$ cat src/rtl/lns_arith_pkg.sv
package lns_arith_pkg;

  typedef enum logic [1:0] {
    OP_MUL = 2'b00,
    OP_DIV = 2'b01,
    OP_ADD = 2'b10,
    OP_RSV = 2'b11
  } lns_op_e;

  typedef struct packed {
    logic ovf;
    logic unf;
    logic unsup;
  } lns_flags_t;

endpackage

$ cat src/rtl/lns_corr_rom.sv
// Correction term log2(1+2^-d), indexed by d in quarter steps over [0, 8).
module lns_corr_rom #(
  parameter int F_BITS = 4,
  parameter int W      = 8
) (
  input  logic [W-1:0] diff_i,
  output logic [W-1:0] corr_o
);
  localparam int TBL_INT  = 3;
  localparam int TBL_FRAC = 2;
  localparam int IDX_W    = TBL_INT + TBL_FRAC;
  localparam int TOP_BIT  = F_BITS + TBL_INT;
  localparam int LO_BIT   = F_BITS - TBL_FRAC;

  logic             in_range;
  logic [IDX_W-1:0] idx;
  logic [4:0]       base;
  logic [W-1:0]     base_w;

  assign in_range = (diff_i >> TOP_BIT) == '0;
  assign idx      = diff_i[TOP_BIT-1:LO_BIT];

  // entries in units of 1/16
  always_comb begin
    unique case (idx)
      5'd0:  base = 5'd16;
      5'd1:  base = 5'd14;
      5'd2:  base = 5'd12;
      5'd3:  base = 5'd11;
      5'd4:  base = 5'd9;
      5'd5:  base = 5'd8;
      5'd6:  base = 5'd7;
      5'd7:  base = 5'd6;
      5'd8:  base = 5'd5;
      5'd9:  base = 5'd4;
      5'd10: base = 5'd4;
      5'd11: base = 5'd3;
      5'd12: base = 5'd3;
      5'd13: base = 5'd2;
      5'd14: base = 5'd2;
      5'd15: base = 5'd2;
      5'd16, 5'd17, 5'd18, 5'd19,
      5'd20, 5'd21, 5'd22: base = 5'd1;
      default: base = 5'd0;
    endcase
  end

  assign base_w = W'(base);

  generate
    if (F_BITS >= 4) begin : g_scale_up
      assign corr_o = in_range ? (base_w << (F_BITS - 4)) : '0;
    end else begin : g_scale_dn
      assign corr_o = in_range ? (base_w >> (4 - F_BITS)) : '0;
    end
  endgenerate

endmodule

$ cat src/rtl/lns_sat.sv
module lns_sat #(
  parameter int W = 8
) (
  input  logic signed [W+1:0] raw_i,
  output logic [W-1:0]        field_o,
  output logic                ovf_o,
  output logic                unf_o
);
  localparam logic signed [W+1:0] MAX_X = (W+2)'((2 ** W) - 1);

  always_comb begin
    ovf_o   = 1'b0;
    unf_o   = 1'b0;
    field_o = raw_i[W-1:0];
    if (raw_i < 0) begin
      unf_o   = 1'b1;
      field_o = '0;
    end else if (raw_i > MAX_X) begin
      ovf_o   = 1'b1;
      field_o = '1;
    end
  end

endmodule

$ cat src/rtl/lns_mul_div.sv
module lns_mul_div #(
  parameter int K_BITS = 4,
  parameter int F_BITS = 4,
  parameter int W      = K_BITS + F_BITS
) (
  input  logic [W-1:0]        a_i,
  input  logic [W-1:0]        b_i,
  input  logic                div_i,
  output logic signed [W+1:0] raw_o
);
  localparam int EXT_W   = W + 2;
  localparam int BIAS_SC = ((2 ** (K_BITS - 1)) - 1) * (2 ** F_BITS);
  localparam logic signed [EXT_W-1:0] BIAS_X = EXT_W'(BIAS_SC);

  logic signed [EXT_W-1:0] a_x, b_x;

  assign a_x   = {2'b00, a_i};
  assign b_x   = {2'b00, b_i};
  assign raw_o = div_i ? (a_x - b_x + BIAS_X) : (a_x + b_x - BIAS_X);

endmodule

$ cat src/rtl/lns_add.sv
module lns_add #(
  parameter int F_BITS = 4,
  parameter int W      = 8
) (
  input  logic [W-1:0]        a_i,
  input  logic [W-1:0]        b_i,
  output logic signed [W+1:0] raw_o
);
  logic [W-1:0] hi, lo, diff, corr;

  assign hi   = (a_i >= b_i) ? a_i : b_i;
  assign lo   = (a_i >= b_i) ? b_i : a_i;
  assign diff = hi - lo;

  lns_corr_rom #(
    .F_BITS (F_BITS),
    .W      (W)
  ) u_rom (
    .diff_i (diff),
    .corr_o (corr)
  );

  assign raw_o = $signed({2'b00, hi}) + $signed({2'b00, corr});

endmodule

$ cat src/rtl/lns_arith_unit.sv
module lns_arith_unit
  import lns_arith_pkg::*;
#(
  parameter int K_BITS = 4,
  parameter int F_BITS = 4,
  localparam int W     = K_BITS + F_BITS,
  localparam int N     = W + 1
) (
  input  logic         clk_i,
  input  logic         rst_ni,
  input  logic         valid_i,
  input  logic [1:0]   op_i,
  input  logic [N-1:0] a_i,
  input  logic [N-1:0] b_i,
  output logic         valid_o,
  output logic [N-1:0] res_o,
  output logic         ovf_o,
  output logic         unf_o,
  output logic         unsup_o
);
  lns_op_e            op;
  logic               sa, sb;
  logic [W-1:0]       fa, fb;
  logic signed [W+1:0] raw_md, raw_add, raw_sel;
  logic [W-1:0]       field;
  logic               s_ovf, s_unf;
  logic               res_sign;
  lns_flags_t         flags_d, flags_q;

  assign op = lns_op_e'(op_i);
  assign sa = a_i[N-1];
  assign sb = b_i[N-1];
  assign fa = a_i[W-1:0];
  assign fb = b_i[W-1:0];

  lns_mul_div #(
    .K_BITS (K_BITS),
    .F_BITS (F_BITS),
    .W      (W)
  ) u_md (
    .a_i   (fa),
    .b_i   (fb),
    .div_i (op == OP_DIV),
    .raw_o (raw_md)
  );

  lns_add #(
    .F_BITS (F_BITS),
    .W      (W)
  ) u_add (
    .a_i   (fa),
    .b_i   (fb),
    .raw_o (raw_add)
  );

  assign raw_sel = (op == OP_ADD) ? raw_add : raw_md;

  lns_sat #(.W(W)) u_sat (
    .raw_i   (raw_sel),
    .field_o (field),
    .ovf_o   (s_ovf),
    .unf_o   (s_unf)
  );

  always_comb begin
    flags_d  = '0;
    res_sign = sa ^ sb;
    unique case (op)
      OP_ADD: begin
        res_sign      = sa;
        flags_d.unsup = sa ^ sb;
      end
      OP_RSV:  flags_d.unsup = 1'b1;
      default: ;
    endcase
    if (!flags_d.unsup) begin
      flags_d.ovf = s_ovf;
      flags_d.unf = s_unf;
    end
  end

  always_ff @(posedge clk_i or negedge rst_ni) begin
    if (!rst_ni) begin
      valid_o <= 1'b0;
      res_o   <= '0;
      flags_q <= '0;
    end else begin
      valid_o <= valid_i;
      flags_q <= valid_i ? flags_d : '0;
      if (valid_i) res_o <= {res_sign, field};
    end
  end

  assign ovf_o   = flags_q.ovf;
  assign unf_o   = flags_q.unf;
  assign unsup_o = flags_q.unsup;

endmodule

$ cat config.mk
export PLATFORM = sky130hd
export DESIGN_NAME = lns_arith_unit
export DESIGN_NICKNAME = d
export VERILOG_FILES = /design/src/rtl/lns_arith_pkg.sv /design/src/rtl/lns_corr_rom.sv /design/src/rtl/lns_sat.sv /design/src/rtl/lns_mul_div.sv /design/src/rtl/lns_add.sv /design/src/rtl/lns_arith_unit.sv
export SDC_FILE = /design/constraint.sdc
export NUM_CORES = 1
export LEC_CHECK = 0
export CORE_ASPECT_RATIO = 1.25
export CORE_MARGIN = 2
export CORE_UTILIZATION = 58
export CTS_BUF_LIST = sky130_fd_sc_hd__clkbuf_8
export DETAILED_ROUTE_END_ITERATION = 10
export PLACE_DENSITY_LB_ADDON = 0.25
export SLEW_MARGIN = 20
export SYNTH_ARGS = -nofsm -noshare
export SYNTH_HDL_FRONTEND = slang
export SYNTH_SLANG_ARGS = --single-unit
$ cat constraint.sdc
create_clock -name clk_i -period 1 [get_ports clk_i]
set_clock_uncertainty 0.15 [all_clocks]
set_input_delay 0.15 -clock clk_i [delete_from_list [all_inputs] [get_ports clk_i]]
set_output_delay 0.15 -clock clk_i [all_outputs]
set_load 0.01 [all_outputs]
==> results_dict.tcl, run 1 <==
set metrics [dict create \
    port_buffers 35 \
    synth_cell_type_count 71 \
    yosysMostFrequentCell "nand2_1" \
    post-place-cells 549 \
    dpl.hpwl_mm 8.55 \
    postCtsSetupBuffers 28 \
    holdBufCountCts 0 \
    syn-mean-instance-area_sq_um 7.62 \
    clockBufferDepth 2 \
    synth_edf_count 0 \
    lastStage "clock tree synthesis (4_1_cts)" \
    synth.area.top_cells "dfrtp_1, ha_1, xnor2_1, a21oi_1, nand2_1" \
    synth_common_cells "nand2_1, inv_1, a21oi_1, xnor2_1, ha_1" \
    start_util_pct 59.4 \
    gp_congestion 1.03 \
    htree_levels 1 \
    cts_made_buffers 3 \
    syn-num-nets 391 \
    run_status "aborted with a tool error" \
    synth_top_area_cell "dfrtp_1" \
    post_cts_resized 200 \
    synthFlopType "dfrtp_1" \
    die_h_um 78.7 \
    die-width_um 63.8 \
    ys_ff_latch 13 \
    synth_area_sq_mm 0.00259 \
    syn_inst 340 \
    postPlaceCellArea_sq_mm 0.00402 \
    error_line "[ERROR DPL-0038] Utilization greater than 100%, impossible to legalize" \
    num_io_pins 36 \
    cts_sinks 13 \
    root_buffer "clkbuf_8" \
    ys_seq_area_share_pct 12.6 \
    async_reset_ff_share_pct 100 \
    yosysTopAreaCellShare_pct 12.6 \
    synth_warnings 0 \
    rows 27 \
]
cells by family after synthesis:
family	after synthesis	synth area share [%]
adders and majority gates	28	14.4
buffers and inverters	42	7.78
muxes	6	2.32
xor gates and xnor gates	29	10.1
DFF	13	12.6
and+or+nand+nor	107	21.3
AOI/OAI and AO/OA	115	31.6
metrics by stage:
stage	setup slack, ns	hold slack [ns]
after global placement	-4.06	0.349
after floorplan	-3.49	-0.296
after detailed placement	-4.47	0.360
==> run 2, diff against run 1 <==
--- a/config.mk
+++ b/config.mk
@@ -5,12 +5,10 @@
 export SDC_FILE = /design/constraint.sdc
 export NUM_CORES = 1
 export LEC_CHECK = 0
-export CORE_ASPECT_RATIO = 1.25
 export CORE_MARGIN = 2
-export CORE_UTILIZATION = 58
-export CTS_BUF_LIST = sky130_fd_sc_hd__clkbuf_8
+export CORE_UTILIZATION = 40
 export DETAILED_ROUTE_END_ITERATION = 10
-export PLACE_DENSITY_LB_ADDON = 0.25
+export PLACE_DENSITY_LB_ADDON = 0.15
 export SLEW_MARGIN = 20
 export SYNTH_ARGS = -nofsm -noshare
 export SYNTH_HDL_FRONTEND = slang
==> results_dict.tcl, run 2 <==
set metrics [dict create \
    run_status "complete, but fails checks" \
    failed_checks "negative setup slack" \
    die-width_um 84.5 \
    start_util_pct 41.0 \
    synth.area.top_cells "dfrtp_1, ha_1, xnor2_1, a21oi_1, nand2_1" \
    swShare_pct 41.4 \
    largest_reg_flops 9 \
    ys_ff_latch 13 \
    period_share_pct 436 \
    power-per-cell-area_mw_per_mm2 1160 \
    max_freq_mhz 229 \
    die_h_um 84.5 \
    cp.buffers_inverters 2 \
    p_seq_share_pct 12.1 \
    final_layout_size_suffix_gt1_share_pct 55.2 \
    root_buffer "clkbuf_8" \
    drt-total-wl_mm 9.86 \
    fin_nets 590 \
    critPathArrivalTime_ns 4.37 \
    synthFlopType "dfrtp_1" \
    dpl.hpwl_mm 7.13 \
    syn-num-nets 391 \
    synth_edf_count 0 \
    slew_headroom_pct 60.3 \
    synth_top_area_cell "dfrtp_1" \
    ant_nets 0 \
    worst_pin_slew_ns 0.589 \
    drtIter0Drc 169 \
    coreArea_sq_mm 0.00631 \
    final.min_clock_period_ns 4.36 \
    antenna_cells 0 \
    antenna_found_initial 0 \
    cpPeakStageDelay_ns 0.37 \
    power_mw 5.52 \
    slew_viol_final 0 \
    cts_sinks 13 \
    grt_overflow_total 0 \
    cap_violations 0 \
    hold_slack_ns 0.0990 \
    grt_pass1_wl_mm 15.2 \
    hp-class "input pin to asynchronous set/reset pin" \
    power.internal_mw 3.23 \
    synth_common_cells "nand2_1, inv_1, a21oi_1, xnor2_1, ha_1" \
    reg2regPathDepth 3 \
    clockBufferDepth 2 \
    htree_levels 1 \
    grt_max_degree 17 \
    p_leak_nw 2.21 \
    port_buffers 35 \
    finalHoldViolations 0 \
    p_sw_mw 2.29 \
    pwr-share-comb_pct 79.3 \
    layout_commonest_cell "buf_4" \
    gp_congestion 0.953 \
    startpoint "b_i[6]" \
    p_clk_share_pct 8.6 \
    grt_pass1_vias 3411 \
    viasPerCell 5.47 \
    critical_path_depth 24 \
    area_growth_syn_to_layout_pct 83.0 \
    synth_area_sq_mm 0.00259 \
    holdBufCountCts 0 \
    cts_made_buffers 3 \
    post-route-util_pct 75.1 \
    clk_latency_ns 0.25 \
    vdd_ir_drop_max_uv 1050 \
    r2r_start "res_o[7]" \
    most-common-layout-cells "buf_4, nand2_1, xnor2_1" \
    startpoint_type "input pin" \
    yosysMostFrequentCell "nand2_1" \
    die-area_sq_mm 0.00713 \
    yosysTopAreaCellShare_pct 12.6 \
    rsz0062_at_grt "true" \
    async_reset_ff_share_pct 100 \
    rows 29 \
    vias 3362 \
    path_cells "buf_8, inv_4, ha_4, a21o_1, a311oi_2, o21a_4, nor2_4, mux2i_4, a221o_1, a31o_4, nor3_2, a31oi_1, a211oi_2, ha_1, a21o_1, a21oi_2, o21bai_1, a21oi_2, nor2_1, xnor2_1, mux2i_1, mux2i_1, o211a_1, o2bb2ai_1" \
    final.setup.worst_slack_ns -3.36 \
    largest-register "res_o" \
    ys_seq_area_share_pct 12.6 \
    drc 0 \
    wl_per_cell_um 16.0 \
    syn-mean-instance-area_sq_um 7.62 \
    setup_viol 23 \
    cts_tree "yes" \
    synth_cell_type_count 71 \
    worstPathMaxFanout 5 \
    gr-usage-all-layers_pct 25.9 \
    syn_inst 340 \
    synth_warnings 0 \
    endpoint_kind "register" \
    num_io_pins 36 \
    critPathTopFamily "compound AO/OA/AOI/OAI gates" \
    clk_pin_slew_ns 0.05 \
    firstDrtPassIters 5 \
    slowest_stage "a221o_1" \
    required_ns 1.01 \
    worstSetupPathType "input pin to register" \
]
## run 2: cell counts after synthesis
No cell type changed its count.
## run 2: area by class of cell
cell class              instances  area, sq um
multi-input cells             286         2560
repair buffers                206         1580
fillers                       458         1570
flip-flops and latches         13          325
inverters                      29          131
well taps                      77         96.3
clock buffers                   4         45.0
## run 2: power by group through the flow
stage,Clock [mW],Sequential [mW],Combinational [mW]
floorplan,0,0.723,1.86
global placement,0,0.674,3.55
detailed placement,0,0.679,3.60
CTS,0.469,0.664,3.95
global route,0.504,0.676,4.72
finish,0.477,0.666,4.37
## run 2: cells by family after synthesis
logic type,share of synthesized area [%]
multiplexers,2.32
AND/OR/NAND/NOR,21.3
XOR/XNOR,10.1
flip-flops,12.6
adder cells (fa/ha/maj),14.4
buffers and inverters,7.78
AO/OA/AOI/OAI,31.6
## run 2: repair_timing
item	4_1_cts	5_1_grt
cloned	1	0
setup endpoints to repair	25	24
pin swaps	39	34
setup buffers	23	10
resized for setup	177	40
## run 2: path summary, 6_finish.rpt
| path | slack [ns] | endpoint |
|---|---|---|
| max in group asynchronous | 0.49 | res_o[0] |
| min in group clk_i | 0.22 | unsup_o |
| setup reg to reg | -0.03 | res_o[7] |
| hold / removal | 0.1 | res_o[6] |
| setup / recovery | -3.36 | res_o[7] |
| hold reg to reg | 0.42 | res_o[2] |
## run 2: routing by layer
layer	vias to the layer above	wire length, um	track usage [%]
li1	1634	-	-
met3	33	509	2.75
met4	0	391	11.1
met2	126	4940	48.0
met5	-	0	0
met1	1569	4020	30.1
## run 2: stage by stage
step,area (sq um),setup WS (ns),TNS (ns),cells
finish,4740,-3.36,-32.03,615
detailed placement,4110,-4.16,-42.65,577
global placement,4110,-4.07,-41.21,577
global route,4740,-3.59,-34.31,615
floorplan,2730,-3.49,-32.20,340
CTS,4490,-3.38,-31.97,605
(Power assumes the default switching activity.)
==> run 3, diff against run 2 <==
--- a/config.mk
+++ b/config.mk
@@ -9,6 +9,7 @@
 export CORE_UTILIZATION = 40
 export DETAILED_ROUTE_END_ITERATION = 10
 export PLACE_DENSITY_LB_ADDON = 0.15
+export SETUP_SLACK_MARGIN = 0.2
 export SLEW_MARGIN = 20
 export SYNTH_ARGS = -nofsm -noshare
 export SYNTH_HDL_FRONTEND = slang
==> results_dict.tcl, run 3 (synthesis results as in run 2) <==
set metrics [dict create \
    port_buffers 35 \
    p_clk_share_pct 8.3 \
    required_ns 1.01 \
    power-per-cell-area_mw_per_mm2 1170 \
    grt_max_degree 17 \
    p_sw_mw 2.37 \
    gp_congestion 0.926 \
    swShare_pct 41.7 \
    startpoint_type "input pin" \
    final.setup.worst_slack_ns -3.57 \
    worstPathMaxFanout 4 \
    dpl.hpwl_mm 7.13 \
    pwr-share-comb_pct 79.9 \
    num_io_pins 36 \
    clockBufferDepth 2 \
    antenna_found_initial 0 \
    die-area_sq_mm 0.00713 \
    post-route-util_pct 76.8 \
    endpoint_kind "register" \
    viasPerCell 5.53 \
    post-place-cells 571 \
    period_share_pct 457 \
    fillers 440 \
    cts_made_buffers 3 \
    drtIter0Drc 117 \
    die-width_um 84.5 \
    grt_pass1_wl_mm 15.7 \
    hp-class "input pin to register" \
    slew_viol_final 0 \
    clk_latency_ns 0.24 \
    coreArea_sq_mm 0.00631 \
    final_layout_size_suffix_gt1_share_pct 55.2 \
    p_leak_nw 2.25 \
    run_status "complete, but fails checks" \
    grt_overflow_total 0 \
    start_util_pct 41.0 \
    wl_per_cell_um 16.7 \
    gr-usage-all-layers_pct 26.7 \
    dp_slack_ns -4.36 \
    max_freq_mhz 219 \
    largest-register "res_o" \
    worst_pin_slew_ns 0.450 \
    rsz0062_at_grt "true" \
    postPlaceCellArea_sq_mm 0.00407 \
    drc 0 \
    grt_pass1_vias 3412 \
    failed_checks "negative setup slack" \
    cts_tree "yes" \
    ant_nets 0 \
    slew_headroom_pct 69.7 \
    cts_sinks 13 \
    fin_nets 592 \
    root_buffer "clkbuf_8" \
    vdd_ir_drop_max_uv 1230 \
    stdcell_count 617 \
    firstDrtPassIters 5 \
    drt-total-wl_mm 10.3 \
    worstSetupPathType "input pin to register" \
    cap_violations 0 \
    final.min_clock_period_ns 4.57 \
    critPathArrivalTime_ns 4.59 \
    p_seq_share_pct 11.8 \
    power.internal_mw 3.31 \
    largest_reg_flops 9 \
    die_h_um 84.5 \
    rows 29 \
    htree_levels 1 \
    vias 3412 \
    antenna_cells 0 \
    most-common-layout-cells "buf_4, nand2_1, xnor2_1" \
    area_growth_syn_to_layout_pct 87.3 \
    finalHoldViolations 0 \
    design_area_sq_mm 0.00485 \
    clk_pin_slew_ns 0.06 \
    holdBufCountCts 0 \
    setup_viol 23 \
    layout_commonest_cell "buf_4" \
]
## run 3: cell count changes in the layout (fill, tap and decap cells not counted), moves of 3 or more
| cell | change |
|---|---|
| dlygate4sd2_1 | -3 |
| ha_2 | -3 |
| buf_8 | +4 |
| buf_6 | +10 |
| buf_4 | -9 |
| xnor2_2 | -3 |
## run 3: area by class of cell
| cell class | instances | area (sq um) | area share, % |
|---|---|---|---|
| clock buffers | 4 | 45.0 | 0.929 |
| inverters | 29 | 133 | 2.73 |
| multi-input cells | 286 | 2590 | 53.3 |
| flip-flops and latches | 13 | 325 | 6.71 |
| well taps | 77 | 96.3 | 1.99 |
| repair buffers | 208 | 1670 | 34.3 |
## run 3: final timing paths
check	startpoint	endpoint	slack, ns	cells after the start
hold reg to reg	res_o[2]	res_o[2]	0.44	2
setup reg to reg	res_o[5]	res_o[5]	-0.05	3
hold / removal	valid_i	valid_o	0.07	1
max in group asynchronous	rst_ni	res_o[5]	0.49	2
setup / recovery	b_i[6]	res_o[7]	-3.57	25
min in group asynchronous	rst_ni	valid_o	0.09	2
## run 3: repair_timing
item,CTS,global route
resized for setup,197,40
setup buffers,27,14
endpoints found under the setup margin,25,25
pin swaps,48,32
cloned,1,0
## run 3: power groups by stage
stage	Clock, mW	Combinational, mW	Sequential [mW]
after floorplan	0	1.86	0.723
after global placement	0	3.48	0.677
after detailed placement	0	3.54	0.684
after CTS	0.472	4.00	0.667
after global routing	0.499	4.85	0.679
final	0.474	4.54	0.671
## run 3: stage by stage
stage	TNS (ns)	total power, mW	hold WS (ns)
finish	-33.95	5.68	0.0684
global route	-36.54	6.03	0.0725
CTS	-32.31	5.14	0.0704
detailed placement	-44.14	4.22	0.343
global placement	-42.21	4.16	0.346
floorplan	-32.20	2.59	-0.296
## run 3: per-layer routing
layer | wire length (um) | global-route usage, %
met1 | 4250 | 32.4
met2 | 5370 | 49.4
met3 | 423 | 2.36
met4 | 284 | 8.66
met5 | 0 | 0
## run 3: worst max-delay path: stages
cell	delay, ns
buf_8	0.10
inv_4	0.06
ha_4	0.20
a21o_1	0.22
a311oi_4	0.32
o21a_2	0.27
buf_4	0.13
nor3_2	0.03
a22oi_2	0.24
o211ai_4	0.21
a31o_4	0.31
nor3_1	0.17
a31oi_1	0.10
a211oi_2	0.26
ha_1	0.28
a21o_1	0.16
a21oi_1	0.19
o21bai_1	0.10
a21oi_2	0.19
nor2_1	0.08
xnor2_1	0.12
mux2i_1	0.21
mux2i_1	0.14
o211a_1	0.23
o2bb2ai_1	0.12
